--- src/rtl/ilm_pkg.sv ---
package ilm_pkg;
  // Strobes from the control to the datapath. At most one is set in a cycle.
  typedef struct packed {
    logic loadWrite;   // software write of the mask
    logic loadAccept;  // admit the winner, push the old mask
    logic doPop;       // restore the mask from the save stack
    logic popErr;      // return seen while the stack is empty
  } ctrlStrobes_t;
endpackage

--- src/rtl/ilm_arbiter.sv ---
module ilm_arbiter #(
  parameter int NUM_SRC = 8,
  parameter int LVL_W   = 3,
  parameter int IDX_W   = (NUM_SRC > 1) ? $clog2(NUM_SRC) : 1
) (
  input  logic [NUM_SRC-1:0]       reqVec,
  input  logic [NUM_SRC*LVL_W-1:0] reqLvl,
  output logic                     winValid,
  output logic [IDX_W-1:0]         winIdx,
  output logic [LVL_W-1:0]         winLvl
);
  logic [LVL_W-1:0] lvlArr [NUM_SRC];

  // Split the packed level bus into one level per source.
  for (genvar g = 0; g < NUM_SRC; g++) begin : gSlice
    assign lvlArr[g] = reqLvl[g*LVL_W +: LVL_W];
  end

  // Scan upward in index order. A later source replaces the current winner
  // only with a strictly smaller level, so the lowest index wins a tie.
  always_comb begin
    winValid = 1'b0;
    winIdx   = '0;
    winLvl   = '1;
    for (int i = 0; i < NUM_SRC; i++) begin
      if (reqVec[i] && (!winValid || (lvlArr[i] < winLvl))) begin
        winValid = 1'b1;
        winIdx   = IDX_W'(i);
        winLvl   = lvlArr[i];
      end
    end
  end
endmodule

--- src/rtl/ilm_ctrl.sv ---
module ilm_ctrl
  import ilm_pkg::*;
#(
  parameter int LVL_W = 3
) (
  input  logic             clk,
  input  logic             rst_n,
  input  logic             wrEn,
  input  logic             retEn,
  input  logic             winValid,
  input  logic [LVL_W-1:0] winLvl,
  input  logic [LVL_W-1:0] maskVal,
  input  logic             stackEmpty,
  output ctrlStrobes_t     strobes
);
  logic admitOk;

  // Strict comparison: a level equal to the mask is refused.
  assign admitOk = winValid && (winLvl < maskVal);

  // Precedence: software write, then return, then admission.
  always_comb begin
    strobes = '0;
    if (wrEn) begin
      strobes.loadWrite = 1'b1;
    end else if (retEn) begin
      if (stackEmpty) strobes.popErr = 1'b1;
      else            strobes.doPop  = 1'b1;
    end else if (admitOk) begin
      strobes.loadAccept = 1'b1;
    end
  end

  // at most one action per edge
  a_r9_single_action: assert property (@(posedge clk) disable iff (!rst_n)
    $onehot0(strobes));
endmodule

--- src/rtl/ilm_datapath.sv ---
module ilm_datapath
  import ilm_pkg::*;
#(
  parameter int LVL_W = 3,
  parameter int IDX_W = 3,
  parameter int DEPTH = 4,
  localparam int CNT_W = $clog2(DEPTH + 1)
) (
  input  logic             clk,
  input  logic             rst_n,
  input  ctrlStrobes_t     strobes,
  input  logic [LVL_W-1:0] wrLvl,
  input  logic [IDX_W-1:0] winIdx,
  input  logic [LVL_W-1:0] winLvl,
  output logic [LVL_W-1:0] maskReg,
  output logic             stackEmpty,
  output logic             acceptPulse,
  output logic [IDX_W-1:0] acceptIdx,
  output logic             errPulse
);
  logic [LVL_W-1:0] stackMem [DEPTH];
  logic [LVL_W-1:0] upSrc    [DEPTH];
  logic [LVL_W-1:0] dnSrc    [DEPTH];
  logic [CNT_W-1:0] fillCnt;

  assign stackEmpty = (fillCnt == '0);

  // The save stack is a shift register with entry 0 on top. A push shifts
  // everything down and drops the bottom entry. A pop shifts up.
  for (genvar g = 0; g < DEPTH; g++) begin : gStack
    if (g == 0) begin : gTop
      assign upSrc[g] = maskReg;
    end else begin : gMid
      assign upSrc[g] = stackMem[g-1];
    end
    if (g == DEPTH - 1) begin : gBot
      assign dnSrc[g] = '0;
    end else begin : gInner
      assign dnSrc[g] = stackMem[g+1];
    end

    always_ff @(posedge clk or negedge rst_n) begin
      if (!rst_n)                  stackMem[g] <= '0;
      else if (strobes.loadAccept) stackMem[g] <= upSrc[g];
      else if (strobes.doPop)      stackMem[g] <= dnSrc[g];
    end
  end

  always_ff @(posedge clk or negedge rst_n) begin
    if (!rst_n) begin
      fillCnt <= '0;
    end else if (strobes.loadAccept) begin
      if (fillCnt != CNT_W'(DEPTH)) fillCnt <= fillCnt + 1'b1;
    end else if (strobes.doPop) begin
      fillCnt <= fillCnt - 1'b1;
    end
  end

  always_ff @(posedge clk or negedge rst_n) begin
    if (!rst_n)                  maskReg <= '0;
    else if (strobes.loadWrite)  maskReg <= wrLvl;
    else if (strobes.loadAccept) maskReg <= winLvl;
    else if (strobes.doPop)      maskReg <= stackMem[0];
  end

  always_ff @(posedge clk or negedge rst_n) begin
    if (!rst_n) begin
      acceptPulse <= 1'b0;
      acceptIdx   <= '0;
      errPulse    <= 1'b0;
    end else begin
      acceptPulse <= strobes.loadAccept;
      acceptIdx   <= strobes.loadAccept ? winIdx : '0;
      errPulse    <= strobes.popErr;
    end
  end

  // an admission always leaves a strictly lower mask than before
  a_r2_strict_drop: assert property (@(posedge clk) disable iff (!rst_n)
    acceptPulse |-> (maskReg < $past(maskReg)));

  // a pop from an empty stack keeps the mask
  a_r8_empty_hold: assert property (@(posedge clk) disable iff (!rst_n)
    errPulse |-> (maskReg == $past(maskReg)));

  // the fill count never exceeds the stack depth
  a_r7_fill_bound: assert property (@(posedge clk) disable iff (!rst_n)
    fillCnt <= CNT_W'(DEPTH));

  // the accept and error pulses never occur together
  a_r4_pulse_excl: assert property (@(posedge clk) disable iff (!rst_n)
    !(acceptPulse && errPulse));
endmodule

--- src/rtl/ilm_gate.sv ---
module ilm_gate
  import ilm_pkg::*;
#(
  parameter int NUM_SRC = 8,
  parameter int LVL_W   = 3,
  parameter int WR_W    = 8,
  parameter int DEPTH   = 4,
  localparam int IDX_W  = (NUM_SRC > 1) ? $clog2(NUM_SRC) : 1
) (
  input  logic                     clk,
  input  logic                     rst_n,
  input  logic [NUM_SRC-1:0]       reqVec,
  input  logic [NUM_SRC*LVL_W-1:0] reqLvl,
  input  logic                     wrEn,
  input  logic [WR_W-1:0]          wrData,
  input  logic                     retEn,
  output logic [LVL_W-1:0]         maskOut,
  output logic                     acceptPulse,
  output logic [IDX_W-1:0]         acceptIdx,
  output logic                     stackErr
);
  logic             winValid;
  logic [IDX_W-1:0] winIdx;
  logic [LVL_W-1:0] winLvl;
  logic             stackEmpty;
  ctrlStrobes_t     strobes;
  logic             unusedWrHi;

  // Bits of the write value above the mask width are dropped.
  assign unusedWrHi = ^wrData[WR_W-1:LVL_W];

  ilm_arbiter #(.NUM_SRC(NUM_SRC), .LVL_W(LVL_W), .IDX_W(IDX_W)) u_arb (
    .reqVec(reqVec), .reqLvl(reqLvl),
    .winValid(winValid), .winIdx(winIdx), .winLvl(winLvl)
  );

  ilm_ctrl #(.LVL_W(LVL_W)) u_ctrl (
    .clk(clk), .rst_n(rst_n), .wrEn(wrEn), .retEn(retEn),
    .winValid(winValid), .winLvl(winLvl), .maskVal(maskOut),
    .stackEmpty(stackEmpty), .strobes(strobes)
  );

  ilm_datapath #(.LVL_W(LVL_W), .IDX_W(IDX_W), .DEPTH(DEPTH)) u_dp (
    .clk(clk), .rst_n(rst_n), .strobes(strobes),
    .wrLvl(wrData[LVL_W-1:0]), .winIdx(winIdx), .winLvl(winLvl),
    .maskReg(maskOut), .stackEmpty(stackEmpty),
    .acceptPulse(acceptPulse), .acceptIdx(acceptIdx), .errPulse(stackErr)
  );

  // a write loads the low bits and blocks admission at that edge
  a_r5_write_load: assert property (@(posedge clk) disable iff (!rst_n)
    wrEn |=> (!acceptPulse && (maskOut == $past(wrData[LVL_W-1:0]))));

  // a zero mask admits nothing
  a_r1_zero_blocks: assert property (@(posedge clk) disable iff (!rst_n)
    (maskOut == '0) |=> !acceptPulse);
endmodule

--- config.mk ---
export PLATFORM = sky130hd
export DESIGN_NAME = ilm_gate
export DESIGN_NICKNAME = d
export VERILOG_FILES = /design/src/rtl/ilm_pkg.sv /design/src/rtl/ilm_arbiter.sv /design/src/rtl/ilm_ctrl.sv /design/src/rtl/ilm_datapath.sv /design/src/rtl/ilm_gate.sv
export SDC_FILE = /design/constraint.sdc
export NUM_CORES = 1
export LEC_CHECK = 0
export CAP_MARGIN = 20
export CORE_UTILIZATION = 40
export DETAILED_ROUTE_END_ITERATION = 16
export PLACE_DENSITY = 0.71
export REMOVE_ABC_BUFFERS = 1
export SYNTH_ARGS = -nofsm -noshare
export SYNTH_HDL_FRONTEND = slang
export SYNTH_SLANG_ARGS = --single-unit
--- constraint.sdc ---
create_clock -name clk -period 7.4 [get_ports clk]
set_input_delay 1.48 -clock clk [delete_from_list [all_inputs] [get_ports clk]]
set_output_delay 1.48 -clock clk [all_outputs]
set_load 0.01 [all_outputs]
==> impl_metrics.json <==
{
  "drive_above_1_share_pct": 42.2,
  "clkTransAtPathRegs_ns": 0.08,
  "syn_area_um2": 2180,
  "critPathKind": "in2reg",
  "fillers": 353,
  "r2r-start": "u_dp.maskReg[2]",
  "max_slew_margin_pct": 68.3,
  "cts_htree_levels": 1,
  "vias": 2635,
  "start_kind": "input pin",
  "grt_overflow": 0,
  "ctsRootBufferMaster": "clkbuf_8",
  "drv_cap": 0,
  "clock-sinks": 23,
  "ys_seq_area_share_pct": 26.3,
  "synthFlopType": "dfrtp_1",
  "start_util_pct": 42.2,
  "worst_slack_ns": -3.17,
  "clk_latency_ns": 0.27,
  "postCtsHoldBufs": 0,
  "hold_class": "reg2reg",
  "critPathLaunch": "reqLvl[3]",
  "pin_count": 52,
  "timing_worst_slew_pin_value_ns": 0.473,
  "ys_ff_latch": 23,
  "arrival_ns": 10.76,
  "yosys_warnings": 0,
  "finalHoldViolCount": 0,
  "io_buffer_count": 46,
  "required_ns": 7.60,
  "fin_crit_sh_pct": 143,
  "finalCriticalPeriod_ns": 10.57,
  "drc": 0,
  "clockBufferDepth": 2,
  "dieHeight_um": 75.9,
  "worst_clock_skew_ns": 0.00290,
  "die_x_um": 75.9,
  "rrSetupSlack_ns": 5.11,
  "routedWlPerCell_um": 15.1,
  "grt_use_total_pct": 25.1,
  "ant_nets": 0,
  "dp_cells": 445,
  "synth_edf_count": 0,
  "vias_per_cell": 5.49,
  "grt_first_pass_wirelength_um": 11900,
  "async_flop_share_pct": 100,
  "status": "complete, but fails checks",
  "grt_max_degree": 24,
  "end_kind": "flip-flop",
  "critPathMaxFanout": 4,
  "violations": "negative setup slack",
  "num_rows": 26,
  "crit-reg2reg-capture": "u_dp.fillCnt[1]",
  "diodes": 0,
  "nets": 465,
  "cts_tree": "done",
  "place_ws_ns": -4.37,
  "area_delta_synth_final_pct": 75.7,
  "endpoint": "u_dp.fillCnt[1]",
  "timing.critical_path.mode_cell": "ha_4",
  "fin_cells": 480,
  "wl_um": 7270,
  "grt_pass1_vias": 2638,
  "syn_area_per_cell_um2": 8.27,
  "cp_slowest_cell": "fa_1",
  "rr_worst_depth": 10,
  "cts_buffers": 3,
  "slowest_delay_ns": 0.48,
  "synth.distinct_cells": 66,
  "rsz0062_at_grt": "true",
  "dr.first_iter.drc_count": 134,
  "syn_inst": 264,
  "dieArea_um2": 5760,
  "p_leak_nw": 1.68,
  "antenna_found_initial": 0,
  "fmax_mhz": 94.7,
  "core_um2": 5170,
  "peakVddDrop_v": 0.000121,
  "dp_hpwl_um": 4880,
  "report.final.slew_viol_count": 0,
  "power_density_nw_per_um2": 246,
  "setup_viol": 22,
  "firstDrtPassIters": 4,
  "gp_congestion": 0.855
}
[kinds of logic (layout without fill, tap and decap cells)]
| group | count (synthesis) | in the layout | share of synthesized area [%] |
|---|---|---|---|
| mux | 17 | 17 | 8.36 |
| xor+xnor | 2 | 2 | 0.802 |
| fa+ha+maj | 10 | 10 | 6.07 |
| buf+inv | 32 | 178 | 5.55 |
| simple gates | 81 | 81 | 18.6 |
| compound gates | 99 | 99 | 34.2 |
| flops | 23 | 23 | 26.3 |
[cell usage after synthesis (all sizes together), types with 2 or more instances]
master | n | area (um2)
o21ai | 34 | 170
inv | 26 | 97.6
nand2 | 25 | 93.8
dfrtp | 23 | 576
nor2 | 17 | 63.8
a21oi | 14 | 70.1
mux2i | 13 | 130
ha | 9 | 113
nor3 | 9 | 50.1
nand2b | 7 | 43.8
a31oi | 6 | 50.0
a2bb2oi | 5 | 56.3
o21a | 5 | 46.3
and2 | 4 | 25.0
clkbuf | 4 | 15.0
mux2 | 4 | 52.6
nand3 | 4 | 20.0
a21o | 3 | 22.5
nor2b | 3 | 18.8
o211ai | 3 | 22.5
o31ai | 3 | 32.5
a2111oi | 2 | 18.8
a211oi | 2 | 20.0
a21boi | 2 | 15.0
a221o | 2 | 20.0
a311oi | 2 | 23.8
a41oi | 2 | 25.0
buf | 2 | 8.75
o22ai | 2 | 12.5
o311ai | 2 | 17.5
or2 | 2 | 12.5
or3 | 2 | 12.5
xnor2 | 2 | 17.5
[routing by layer]
metal	GRT usage, %	share of wire, %
met5	0	0
met3	2.53	3.9
met2	47.0	53
met4	9.23	2.8
met1	29.4	40
[state kept, by name (all words and copies together), names as in the netlist]
signal,count
u_dp.dnSrc,9
u_dp.acceptIdx,3
u_dp.fillCnt,3
u_dp.maskReg,3
u_dp.stackMem,3
u_dp.acceptPulse,1
u_dp.errPulse,1
[power breakdown]
part / internal, mW / total [mW] / switching, mW
sequential: 0.175 / 0.215 / 0.0404
clock: 0.0376 / 0.0781 / 0.0404
combinational: 0.355 / 0.649 / 0.294
total: 0.567 / 0.942 / 0.375
[critical path, delay by kind of cell]
| family | cells | cell delay [ns] |
|---|---|---|
| and+or+nand+nor | 9 | 1.20 |
| AOI/OAI and AO/OA | 22 | 3.80 |
| adders and majority gates | 7 | 1.94 |
| muxes | 5 | 1.54 |
| buffers and inverters | 8 | 0.77 |
[placed cells by master, fill, tap and decap left out, drive strengths merged, types with 3 or more instances in the layout]
master and count:
dlygate4sd2 3, nor3 9, a21oi 14, mux2i 13, ha 9, nand2b 7
a21o 3, mux2 4, and2 4, nor2 17, a31oi 6, o21ai 34
o21a 5, dfrtp 23, buf 104, o31ai 3, inv 27, clkbuf 4
nor2b 3, a2bb2oi 5, clkdlybuf4s50 39, o211ai 3, nand3 4, nand2 25
[final cells by class]
| cell class | instances | area [um2] | share of cell area, % |
|---|---|---|---|
| Clock buffer | 3 | 41.3 | 1.08 |
| Inverter | 26 | 110 | 2.87 |
| Clock inverter | 1 | 5.00 | 0.130 |
| Timing Repair inverter | 1 | 6.26 | 0.163 |
| Timing Repair Buffer | 147 | 1220 | 31.7 |
| Tap cell | 70 | 87.6 | 2.28 |
| Multi-Input combinational cell | 209 | 1800 | 46.8 |
| Sequential cell | 23 | 576 | 15.0 |
[timing repair]
item | CTS | global route
gates resized for setup | 77 | 12
pin swaps | 30 | 14
setup buffers | 23 | 6
endpoints found under the setup margin | 22 | 22
endpoints found under the hold margin | 0 | 0
cloned | 1 | 1
[metrics by stage]
stage	TNS [ns]	utilization (%)	hold WS [ns]	total power, mW	cell area (um2)
global route	-74.41	74.2	0.542	1.01	3840
CTS	-61.78	72.2	0.521	0.891	3730
floorplan	-73.88	-	0.470	0.461	2160
detailed placement	-93.95	62.7	0.505	0.678	3240
finish	-66.80	74.2	0.526	0.942	3840
global placement	-86.92	62.7	0.482	0.661	3240
[how the worst min path moves through the flow]
stage	startpoint	end	slack, ns	cells past startpoint
CTS	u_dp.dnSrc[8]	u_dp.dnSrc[5]	0.52	2
detailed placement	u_dp.stackMem[11]	u_dp.dnSrc[11]	0.50	2
global placement	u_dp.dnSrc[9]	u_dp.dnSrc[6]	0.48	2
finish	u_dp.dnSrc[11]	u_dp.dnSrc[8]	0.53	2
global route	u_dp.stackMem[10]	u_dp.dnSrc[10]	0.54	2
floorplan	u_dp.dnSrc[6]	u_dp.dnSrc[3]	0.47	2
Note: power is estimated with default switching activity, not from simulation.
